## config.mk

```make
export PLATFORM = sky130hd
export DESIGN_NAME = dbg_brk_router
export DESIGN_NICKNAME = d
export VERILOG_FILES = /design/src/rtl/dbg_brk_pkg.sv /design/src/rtl/dbg_brk_regs.sv /design/src/rtl/dbg_brk_seq.sv /design/src/rtl/dbg_brk_out.sv /design/src/rtl/dbg_brk_router.sv
export SDC_FILE = /design/constraint.sdc
export NUM_CORES = 1
export LEC_CHECK = 0
export BUFFER_PORTS_ARGS = -buffer_cell sky130_fd_sc_hd__buf_2
export CAP_MARGIN = 30
export CORE_ASPECT_RATIO = 0.9
export CORE_MARGIN = 2
export CORE_UTILIZATION = 35
export DETAILED_ROUTE_END_ITERATION = 10
export PLACE_DENSITY_LB_ADDON = 0.3
export SYNTH_ARGS = -nofsm -noshare
export SYNTH_HDL_FRONTEND = slang
export SYNTH_HIERARCHICAL = 1
export SYNTH_SLANG_ARGS = --single-unit
```

## constraint.sdc

```tcl
create_clock -name clk -period 1.34 [get_ports clk]
set_clock_uncertainty 0.1 [all_clocks]
set_input_delay 0.268 -clock clk [delete_from_list [all_inputs] [get_ports clk]]
set_output_delay 0.268 -clock clk [all_outputs]
set_load 0.1 [all_outputs]
```

## src/rtl/dbg_brk_pkg.sv

```systemverilog
package dbg_brk_pkg;
    localparam int CTRL_W    = 6;
    localparam int NUM_BANKS = 4;

    typedef struct packed {
        logic       swbp_en;
        logic       bdm_sel;
        logic [1:0] bank;
        logic [1:0] tgt;
    } ctrl_t;

    localparam logic [1:0] TGT_NONE = 2'b00;
    localparam logic [1:0] TGT_COP  = 2'b01;
    localparam logic [1:0] TGT_CPU  = 2'b10;
    localparam logic [1:0] TGT_BOTH = 2'b11;
endpackage

```

## src/rtl/dbg_brk_regs.sv

```systemverilog
module dbg_brk_regs
    import dbg_brk_pkg::*;
#(
    parameter int             AW        = 6,
    parameter int             DW        = 8,
    parameter int             WIN_BYTES = 8,
    parameter logic [AW-1:0]  CTRL_ADDR = 6'h21,
    parameter logic [AW-1:0]  WIN_BASE  = 6'h28,
    parameter logic [AW-1:0]  AUX_ADDR  = 6'h27
) (
    input  logic              clk,
    input  logic              rst_n,
    input  logic [AW-1:0]     bus_addr,
    input  logic              bus_wr,
    input  logic              bus_rd,
    input  logic [CTRL_W-1:0] bus_wdata,
    output logic [DW-1:0]     bus_rdata,
    output ctrl_t             ctrl,
    output logic [NUM_BANKS-1:0] cmp_cs,
    output logic [NUM_BANKS-1:0] aux_cs
);
    localparam int WIN_LSB = $clog2(WIN_BYTES);

    typedef struct packed {
        ctrl_t ctrl;
    } state_t;

    state_t s_d, s_q;
    logic   access;
    logic   ctrl_hit;
    logic   win_hit;
    logic   aux_hit;

    assign access   = bus_rd | bus_wr;
    assign ctrl_hit = (bus_addr == CTRL_ADDR);
    assign win_hit  = (bus_addr[AW-1:WIN_LSB] == WIN_BASE[AW-1:WIN_LSB]);
    assign aux_hit  = (bus_addr == AUX_ADDR);

    always_comb begin
        s_d = s_q;
        if (bus_wr && ctrl_hit) begin
            s_d.ctrl = ctrl_t'(bus_wdata);
        end
    end

    always_ff @(posedge clk or negedge rst_n) begin
        if (!rst_n) begin
            s_q <= '0;
        end else begin
            s_q <= s_d;
        end
    end

    assign ctrl      = s_q.ctrl;
    assign bus_rdata = ctrl_hit ? {{(DW-CTRL_W){1'b0}}, s_q.ctrl} : '0;

    for (genvar b = 0; b < NUM_BANKS; b++) begin : g_cs
        assign cmp_cs[b] = access && win_hit && (s_q.ctrl.bank == b[1:0]);
        assign aux_cs[b] = access && aux_hit && (s_q.ctrl.bank == b[1:0]);
    end


    ctrl_wr_chk: assert property (@(posedge clk) disable iff (!rst_n)
        (bus_wr && bus_addr == CTRL_ADDR) |=> (s_q.ctrl == $past(bus_wdata)));

    cmp_cs_onehot_chk: assert property (@(posedge clk) disable iff (!rst_n)
        $onehot0(cmp_cs));

    aux_cs_excl_chk: assert property (@(posedge clk) disable iff (!rst_n)
        !((|aux_cs) && (|cmp_cs)));
endmodule

```

## src/rtl/dbg_brk_seq.sv

```systemverilog
module dbg_brk_seq (
    input  logic clk,
    input  logic rst_n,
    input  logic armed,
    input  logic final_evt,
    input  logic trace_on,
    input  logic trace_done,
    output logic fire,
    output logic pending
);
    typedef struct packed {
        logic pend;
    } state_t;

    state_t s_d, s_q;
    logic   fire_c;

    always_comb begin
        s_d    = s_q;
        fire_c = 1'b0;
        if (!armed) begin
            s_d.pend = 1'b0;
        end else begin
            if (s_q.pend && trace_done) begin
                fire_c   = 1'b1;
                s_d.pend = 1'b0;
            end
            if (final_evt) begin
                if (trace_on) begin
                    s_d.pend = 1'b1;
                end else begin
                    fire_c = 1'b1;
                end
            end
        end
    end

    always_ff @(posedge clk or negedge rst_n) begin
        if (!rst_n) begin
            s_q <= '0;
        end else begin
            s_q <= s_d;
        end
    end

    assign fire    = fire_c;
    assign pending = s_q.pend;


    disarm_clr_chk: assert property (@(posedge clk) disable iff (!rst_n)
        !armed |=> !pending);

    trace_hold_chk: assert property (@(posedge clk) disable iff (!rst_n)
        (armed && final_evt && trace_on) |=> pending);
endmodule

```

## src/rtl/dbg_brk_out.sv

```systemverilog
module dbg_brk_out
    import dbg_brk_pkg::*;
(
    input  logic  clk,
    input  logic  rst_n,
    input  ctrl_t ctrl,
    input  logic  fire,
    input  logic  cop_swbp,
    input  logic  bdm_en,
    output logic  cop_brk,
    output logic  cpu_bdm,
    output logic  cpu_swi
);
    typedef struct packed {
        logic cop;
        logic bdm;
        logic swi;
    } state_t;

    state_t s_d, s_q;
    logic   cpu_req;

    always_comb begin
        cpu_req = (fire && ctrl.tgt[1]) || (cop_swbp && ctrl.swbp_en);
        s_d.cop = fire && ctrl.tgt[0];
        s_d.bdm = cpu_req && ctrl.bdm_sel && bdm_en;
        s_d.swi = cpu_req && !bdm_en;
    end

    always_ff @(posedge clk or negedge rst_n) begin
        if (!rst_n) begin
            s_q <= '0;
        end else begin
            s_q <= s_d;
        end
    end

    assign cop_brk = s_q.cop;
    assign cpu_bdm = s_q.bdm;
    assign cpu_swi = s_q.swi;


    cpu_kind_chk: assert property (@(posedge clk) disable iff (!rst_n)
        $onehot0({cpu_bdm, cpu_swi}));

    bdm_needs_en_chk: assert property (@(posedge clk) disable iff (!rst_n)
        $rose(cpu_bdm) |-> $past(bdm_en));

    cop_needs_tgt_chk: assert property (@(posedge clk) disable iff (!rst_n)
        cop_brk |-> $past(ctrl.tgt[0]));

    swbp_gate_chk: assert property (@(posedge clk) disable iff (!rst_n)
        (cop_swbp && ctrl.swbp_en && !bdm_en) |=> cpu_swi);
endmodule

```

## src/rtl/dbg_brk_router.sv

```systemverilog
module dbg_brk_router
    import dbg_brk_pkg::*;
#(
    parameter int            AW        = 6,
    parameter int            DW        = 8,
    parameter int            WIN_BYTES = 8,
    parameter logic [AW-1:0] CTRL_ADDR = 6'h21,
    parameter logic [AW-1:0] WIN_BASE  = 6'h28,
    parameter logic [AW-1:0] AUX_ADDR  = 6'h27
) (
    input  logic                 clk,
    input  logic                 rst_n,
    input  logic [AW-1:0]        bus_addr,
    input  logic                 bus_wr,
    input  logic                 bus_rd,
    input  logic [CTRL_W-1:0]    bus_wdata,
    output logic [DW-1:0]        bus_rdata,
    output logic [NUM_BANKS-1:0] cmp_cs,
    output logic [NUM_BANKS-1:0] aux_cs,
    input  logic                 armed,
    input  logic                 final_evt,
    input  logic                 trace_on,
    input  logic                 trace_done,
    input  logic                 cop_swbp,
    input  logic                 bdm_en,
    output logic                 cop_brk,
    output logic                 cpu_bdm,
    output logic                 cpu_swi
);
    ctrl_t ctrl;
    logic  fire;
    logic  pending;

    dbg_brk_regs #(
        .AW(AW), .DW(DW), .WIN_BYTES(WIN_BYTES),
        .CTRL_ADDR(CTRL_ADDR), .WIN_BASE(WIN_BASE), .AUX_ADDR(AUX_ADDR)
    ) u_regs (
        .clk(clk), .rst_n(rst_n),
        .bus_addr(bus_addr), .bus_wr(bus_wr), .bus_rd(bus_rd),
        .bus_wdata(bus_wdata), .bus_rdata(bus_rdata),
        .ctrl(ctrl), .cmp_cs(cmp_cs), .aux_cs(aux_cs)
    );

    dbg_brk_seq u_seq (
        .clk(clk), .rst_n(rst_n),
        .armed(armed), .final_evt(final_evt),
        .trace_on(trace_on), .trace_done(trace_done),
        .fire(fire), .pending(pending)
    );

    dbg_brk_out u_out (
        .clk(clk), .rst_n(rst_n), .ctrl(ctrl), .fire(fire),
        .cop_swbp(cop_swbp), .bdm_en(bdm_en),
        .cop_brk(cop_brk), .cpu_bdm(cpu_bdm), .cpu_swi(cpu_swi)
    );


    no_early_fire_chk: assert property (@(posedge clk) disable iff (!rst_n)
        (pending && armed && !trace_done && !(final_evt && !trace_on)) |=> !cop_brk);

    single_pulse_chk: assert property (@(posedge clk) disable iff (!rst_n)
        (cpu_swi && !$past(cop_swbp && ctrl.swbp_en) && !$past(fire)) |-> 1'b0);
endmodule

```

==> impl_metrics.yaml, run 1 <==
run_status:
  status: "finished, violations left"
  violations: "setup timing"
sta:
  layout_setup_ws_ns: -0.450
  slew_viol_final: 0
  period_share_pct: 134
  finalSetupViolations: 14
  final_hold_viol_count: 0
  rsz0062_at_grt: "yes"
  hold_slack_ns: 0.0827
  min_period_ns: 1.79
  fmax_mhz: 559
routing:
  drt-met1-wl_um: 826
  detail_route.drc_violations: 0
  met2_length_mm: 1.32
  via_per_inst: 5.09
  wl_met3_um: 167
  wl_per_cell_um: 18.3
  ant_nets: 0
  dr.pass1.iters: 4
  routed_wl_mm: 2.39
  first_iter_violations: 13
  dr.max_layer_used: "met4"
  vias: 667
yosys:
  synthMuxAreaShare_pct: 11.8
  synth_area_um2: 573
  ys_seq_area_share_pct: 43.7
  synthAdderAreaFrac_pct: 0
  synth_seq_cells: 10
  synth_cell_types: 18
  synthSimpleGateAreaFrac_pct: 37.1
  synth_xor_xnor_area_share_pct: 0
  syn-instance-count: 54
  synth.avg_cell_area_um2: 10.6
  post-synth-top-area-fraction_pct: 43.7
  synth_warnings: 6
  synth_area_leaders: "dfrtp_1 (44%), mux2_2 (12%), and2_1 (7.6%), nand2b_1 (5.5%), nor2_1 (4.6%)"
  synth_compound_area_share_pct: 4.15
  synth_area_leader_cell: "dfrtp_1"
  synth_top_family_by_area: "simple AND/OR/NAND/NOR gates"
cells_and_area:
  design_area_um2: 1320
  multi_input_area_um2: 420
  area_growth_pct: 131
  fillers: 66
  fin_cells: 131
  regArea_um2: 250
  n_antenna_cell: 0
  drive_gt1_share_pct: 74.3
  nNetsFinal: 133
clocking:
  clk_pin_slew_ns: 0.06
  cts_max_level: 1
  worstSkewPairLatency_ns: 0.26
  cts_num_sinks: 10
  cts_tree: "built"
  cts-root-buf: "clkbuf_4"
  numCtsBuffers: 3
  clk_path_buf_depth: 2
floorplanning:
  core-area_um2: 1500
  fp.dieW_um: 46.7
  die-area_um2: 1980
  num_io_pins: 41
  initial_utilization_pct: 38.3
  num_rows: 13
  die_h_um: 42.4
power_and_ir_drop:
  p_per_area_nw_per_um2: 650
  ir_drop_uv: 600
  p_leak_nw: 0.604
flow_run:
  drv_cap: 0
global_routing:
  antenna_found_initial: 0
  grt_pass1_wl_mm: 3.50
  grt_usage_pct: 26.6
  grt_max_degree: 11
  grt_pass1_vias: 678
  grt-ovfl-total: 0
placed_design:
  place_hpwl_mm: 1.45
  place_inst: 126
  place_congestion: 0.713
  postPlaceCellArea_um2: 1230
  io_buffers: 38
  place_ws_ns: -0.463
worst_setup_path:
  worst-r2r-cell-count: 4
  r2r_setup_slack_ns: 0.12
  worstSetupEndpointType: "primary output"
  crit_path_max_incr_delay_ns: 0.40
  path_cells: "buf_8, nand4b_1, or3_4, buf_6, nor2_4, buf_12"
  reg2reg_to: "u_out/cpu_swi$_DFF_PN0_"
  crit_arrival_ns: 1.42
  crit_type: "in2out"
  required_ns: 0.97
  critPathMaxFanout: 4
  r2r_start: "u_seq/pending$_DFF_PN0_"
  cp_slowest_cell: "or3_4"
  start_kind: "primary input"
worst_hold_path:
  min_from: "bdm_en"
  min-delay-path-class: "in2reg"
  worstHoldPathCells: 2
  holdPathEnd: "u_out/cpu_swi$_DFF_PN0_"
==> metal layers <==
metal	vias up	global-route usage, %
met3	10	7.33
met4	0	10.0
li1	294	-
met5	-	0
met1	319	28.5
met2	44	47.5
==> synthesized netlist by cell type, drive strengths merged <==
library cell  count
conb              1
or3b              1
nand4b            2
a22o              1
nand2             3
buf               2
nor3              2
nor2b             2
nor2              7
mux2              6
or3               1
a21boi            2
and3              1
and2              7
nand2b            5
nor4b             1
dfrtp            10
==> cells by family (layout without fill, tap and decap cells) <==
group | count (synthesis) | after routing
AND/OR/NAND/NOR | 32 | 32
flip-flops | 10 | 10
multiplexers | 6 | 6
AO/OA/AOI/OAI | 3 | 3
buffers and inverters | 2 | 56
other | 1 | 2
==> placed cells by master (no fill, tap or decap), drive strengths merged <==
cell type / n
dlygate4sd3: 1
dfrtp: 10
a22o: 1
mux2: 6
nand2b: 5
nor2b: 2
nand2: 3
or3: 1
nor3: 2
conb: 2
buf: 52
nor4b: 1
and2: 7
and3: 1
nor2: 7
or3b: 1
clkbuf: 3
nand4b: 2
a21boi: 2
==> state kept, by name (all words and copies together), names as in the netlist <==
register / cells
u_regs/ctrl: 6
u_out/cop_brk: 1
u_out/cpu_bdm: 1
u_out/cpu_swi: 1
u_seq/pending: 1
==> how the worst max path moves through the flow <==
| stage | start | end | slack (ns) |
|---|---|---|---|
| after global placement | bus_addr[3] | aux_cs[0] | -0.42 |
| final | bus_addr[3] | aux_cs[2] | -0.45 |
| after CTS | bus_addr[4] | aux_cs[2] | -0.39 |
| after floorplan | bus_addr[3] | aux_cs[0] | -0.72 |
| after detailed placement | bus_addr[3] | aux_cs[2] | -0.46 |
| after global routing | bus_addr[4] | aux_cs[2] | -0.44 |
==> where the power goes <==
group | switching [mW] | internal [mW] | leakage, nW
sequential | 0.0284 | 0.331 | 0.135
combinational | 0.168 | 0.132 | 0.455
clock | 0.0970 | 0.104 | 0.0138
total | 0.293 | 0.566 | 0.604
==> metrics by stage <==
| step | util, % | TNS [ns] | total power [mW] |
|---|---|---|---|
| finish | 88.4 | -4.93 | 0.860 |
| CTS | 87.6 | -4.62 | 0.838 |
| floorplan | - | -5.18 | 0.516 |
| detailed placement | 82.4 | -7.09 | 0.633 |
| global placement | 82.4 | -6.58 | 0.622 |
| global route | 88.4 | -5.38 | 0.888 |
==> repair_timing <==
item                                   in CTS  in global routing
endpoints found under the hold margin      10                  0
hold buffers                                1                  0
pin swaps                                   7                  5
resized for setup                           9                  3
setup buffers                               1                  1
setup endpoints to repair                  14                 20
==> area by class of cell <==
cell class                 count  area share [%]
multi-input combinational     43            31.8
sequential                    10            18.9
tap                           22            2.08
clock buffer                   3            1.70
timing repair buffer          53            45.5
==> critical path: cells and delay by family <==
family                 cells  cell delay (ns)
buffers and inverters      3             0.42
AND/OR/NAND/NOR            3             0.72
(Power assumes the default switching activity.)
==> run 2, diff against run 1 <==
Settings changed: PLACE_DENSITY from default to 0.84, PLACE_DENSITY_LB_ADDON 0.3 to default.
==> run 2 against run 1 <==
Net effect:
- the run still ends with setup timing left
- clock-buffer cell count grew 1
- clock power grew 36%
- maximum frequency grew 5.2%
- utilization shrank 2.3 points
- largest cell class unchanged
==> impl_metrics.yaml, run 2 (same netlist as run 1, synthesis figures left out) <==
routing:
  vias: 626
  via_per_inst: 4.97
  dr.pass1.iters: 4
  ant_nets: 0
  first_iter_violations: 26
  detail_route.drc_violations: 0
  routed_wl_mm: 2.11
  wl_per_cell_um: 16.7
global_routing:
  grt_pass1_vias: 670
  grt_pass1_wl_mm: 3.13
  grt-ovfl-total: 0
  antenna_found_initial: 0
  grt_max_degree: 11
  grt_usage_pct: 23.0
worst_setup_path:
  critPathMaxFanout: 4
  crit_arrival_ns: 1.33
  r2r_start: "u_seq/pending$_DFF_PN0_"
  crit_type: "in2out"
  required_ns: 0.97
  worst-r2r-cell-count: 4
  worstSetupEndpointType: "primary output"
  r2r_setup_slack_ns: 0.22
  start_kind: "primary input"
  reg2reg_to: "u_out/cpu_bdm$_DFF_PN0_"
sta:
  fmax_mhz: 588
  rsz0062_at_grt: "yes"
  min_period_ns: 1.70
  slew_viol_final: 0
  finalSetupViolations: 14
  period_share_pct: 127
  final_hold_viol_count: 0
  layout_setup_ws_ns: -0.362
power_and_ir_drop:
  clkPwrFrac_pct: 29.3
  p_leak_nw: 0.583
  power.internal_uw: 630
  p_per_area_nw_per_um2: 726
  power_frac_comb_pct: 32.1
  power.switching_uw: 306
  p_total_uw: 935
  power_frac_seq_pct: 38.6
  p_sw_share_pct: 32.7
  ir_drop_uv: 927
floorplanning:
  core-area_um2: 1500
  num_io_pins: 41
  fp.dieW_um: 46.7
  die_h_um: 42.4
  die-area_um2: 1980
  num_rows: 13
  initial_utilization_pct: 38.3
worst_hold_path:
  worstHoldPathCells: 2
  min-delay-path-class: "in2reg"
  holdPathEnd: "u_out/cpu_swi$_DFF_PN0_"
  min_from: "bdm_en"
flow_run:
  drv_cap: 0
clocking:
  clk_pin_slew_ns: 0.07
  worstSkewPairLatency_ns: 0.26
  numCtsBuffers: 3
  clk_path_buf_depth: 2
  cts-root-buf: "clkbuf_4"
  cts_tree: "built"
  cts_num_sinks: 10
  cts_max_level: 1
cells_and_area:
  utilization_pct: 86.0
  fillers: 77
  largest_register_ff_count: 6
  area_growth_pct: 125
  drive_gt1_share_pct: 75.0
  design_area_um2: 1290
  nNetsFinal: 127
  fin_cells: 126
  final_common_cell: "buf_2"
  n_antenna_cell: 0
  layout_common_cells: "buf_2 (18), buf_12 (17), dfrtp_1 (10)"
placed_design:
  place_inst: 119
  place_congestion: 0.780
  io_buffers: 38
  place_ws_ns: -0.494
  place_hpwl_mm: 1.47
  postPlaceCellArea_um2: 1180
run_status:
  violations: "setup timing"
  status: "finished, violations left"
-- run 2: worst max path at each step --
stage | start | slack [ns] | cells past startpoint | to
after detailed placement | bus_addr[3] | -0.49 | 5 | aux_cs[0]
final | bus_addr[3] | -0.36 | 5 | aux_cs[0]
after CTS | bus_addr[4] | -0.35 | 5 | aux_cs[0]
after global routing | bus_addr[1] | -0.39 | 5 | bus_rdata[0]
after global placement | bus_addr[3] | -0.46 | 5 | aux_cs[0]
after floorplan | bus_addr[3] | -0.72 | 3 | aux_cs[0]
-- run 2: what timing repair did --
action                                  in CTS  in global routing
resized for setup                            9                  3
hold buffers                                 1                  0
endpoints found under the hold margin       10                  0
buffers inserted                             2                  2
endpoints found under the setup margin      14                 20
pin swaps                                    9                  6
-- run 2: power groups by stage --
| stage | clock, mW | sequential, mW | combinational [mW] |
|---|---|---|---|
| after global routing | 0.305 | 0.363 | 0.314 |
| after floorplan | 0 | 0.386 | 0.130 |
| after detailed placement | 0 | 0.361 | 0.263 |
| after CTS | 0.274 | 0.359 | 0.283 |
| after global placement | 0 | 0.357 | 0.254 |
| final | 0.274 | 0.361 | 0.300 |
-- run 2: cell type report --
type | instances | area (um2) | area share (%)
clock buffers | 4 | 36.3 | 2.82
multi-input cells | 43 | 435 | 33.8
flip-flops and latches | 10 | 250 | 19.4
well taps | 22 | 27.5 | 2.14
repair buffers | 47 | 538 | 41.8
-- run 2: routing by layer --
| metal | part of all wire (%) | vias up | global-route usage (%) |
|---|---|---|---|
| met2 | 59 | 30 | 40.3 |
| met4 | 3.4 | 0 | 11.7 |
| met5 | 0 | - | 0 |
| li1 | - | 282 | - |
| met1 | 33 | 304 | 23.5 |
| met3 | 4.0 | 10 | 7.33 |
-- run 2: worst max-delay path, cell delays in order --
cell,delay [ns]
buf_6,0.10
nand4b_1,0.18
or3_4,0.42
nor3_4,0.17
buf_12,0.20
-- run 2: stage by stage --
step	hold WS [ns]	setup TNS, ns
after floorplan	-0.128	-5.18
after global placement	0.0309	-6.02
after detailed placement	0.0348	-6.64
after CTS	0.0616	-4.38
after global routing	0.0606	-4.96
final	0.0627	-4.50
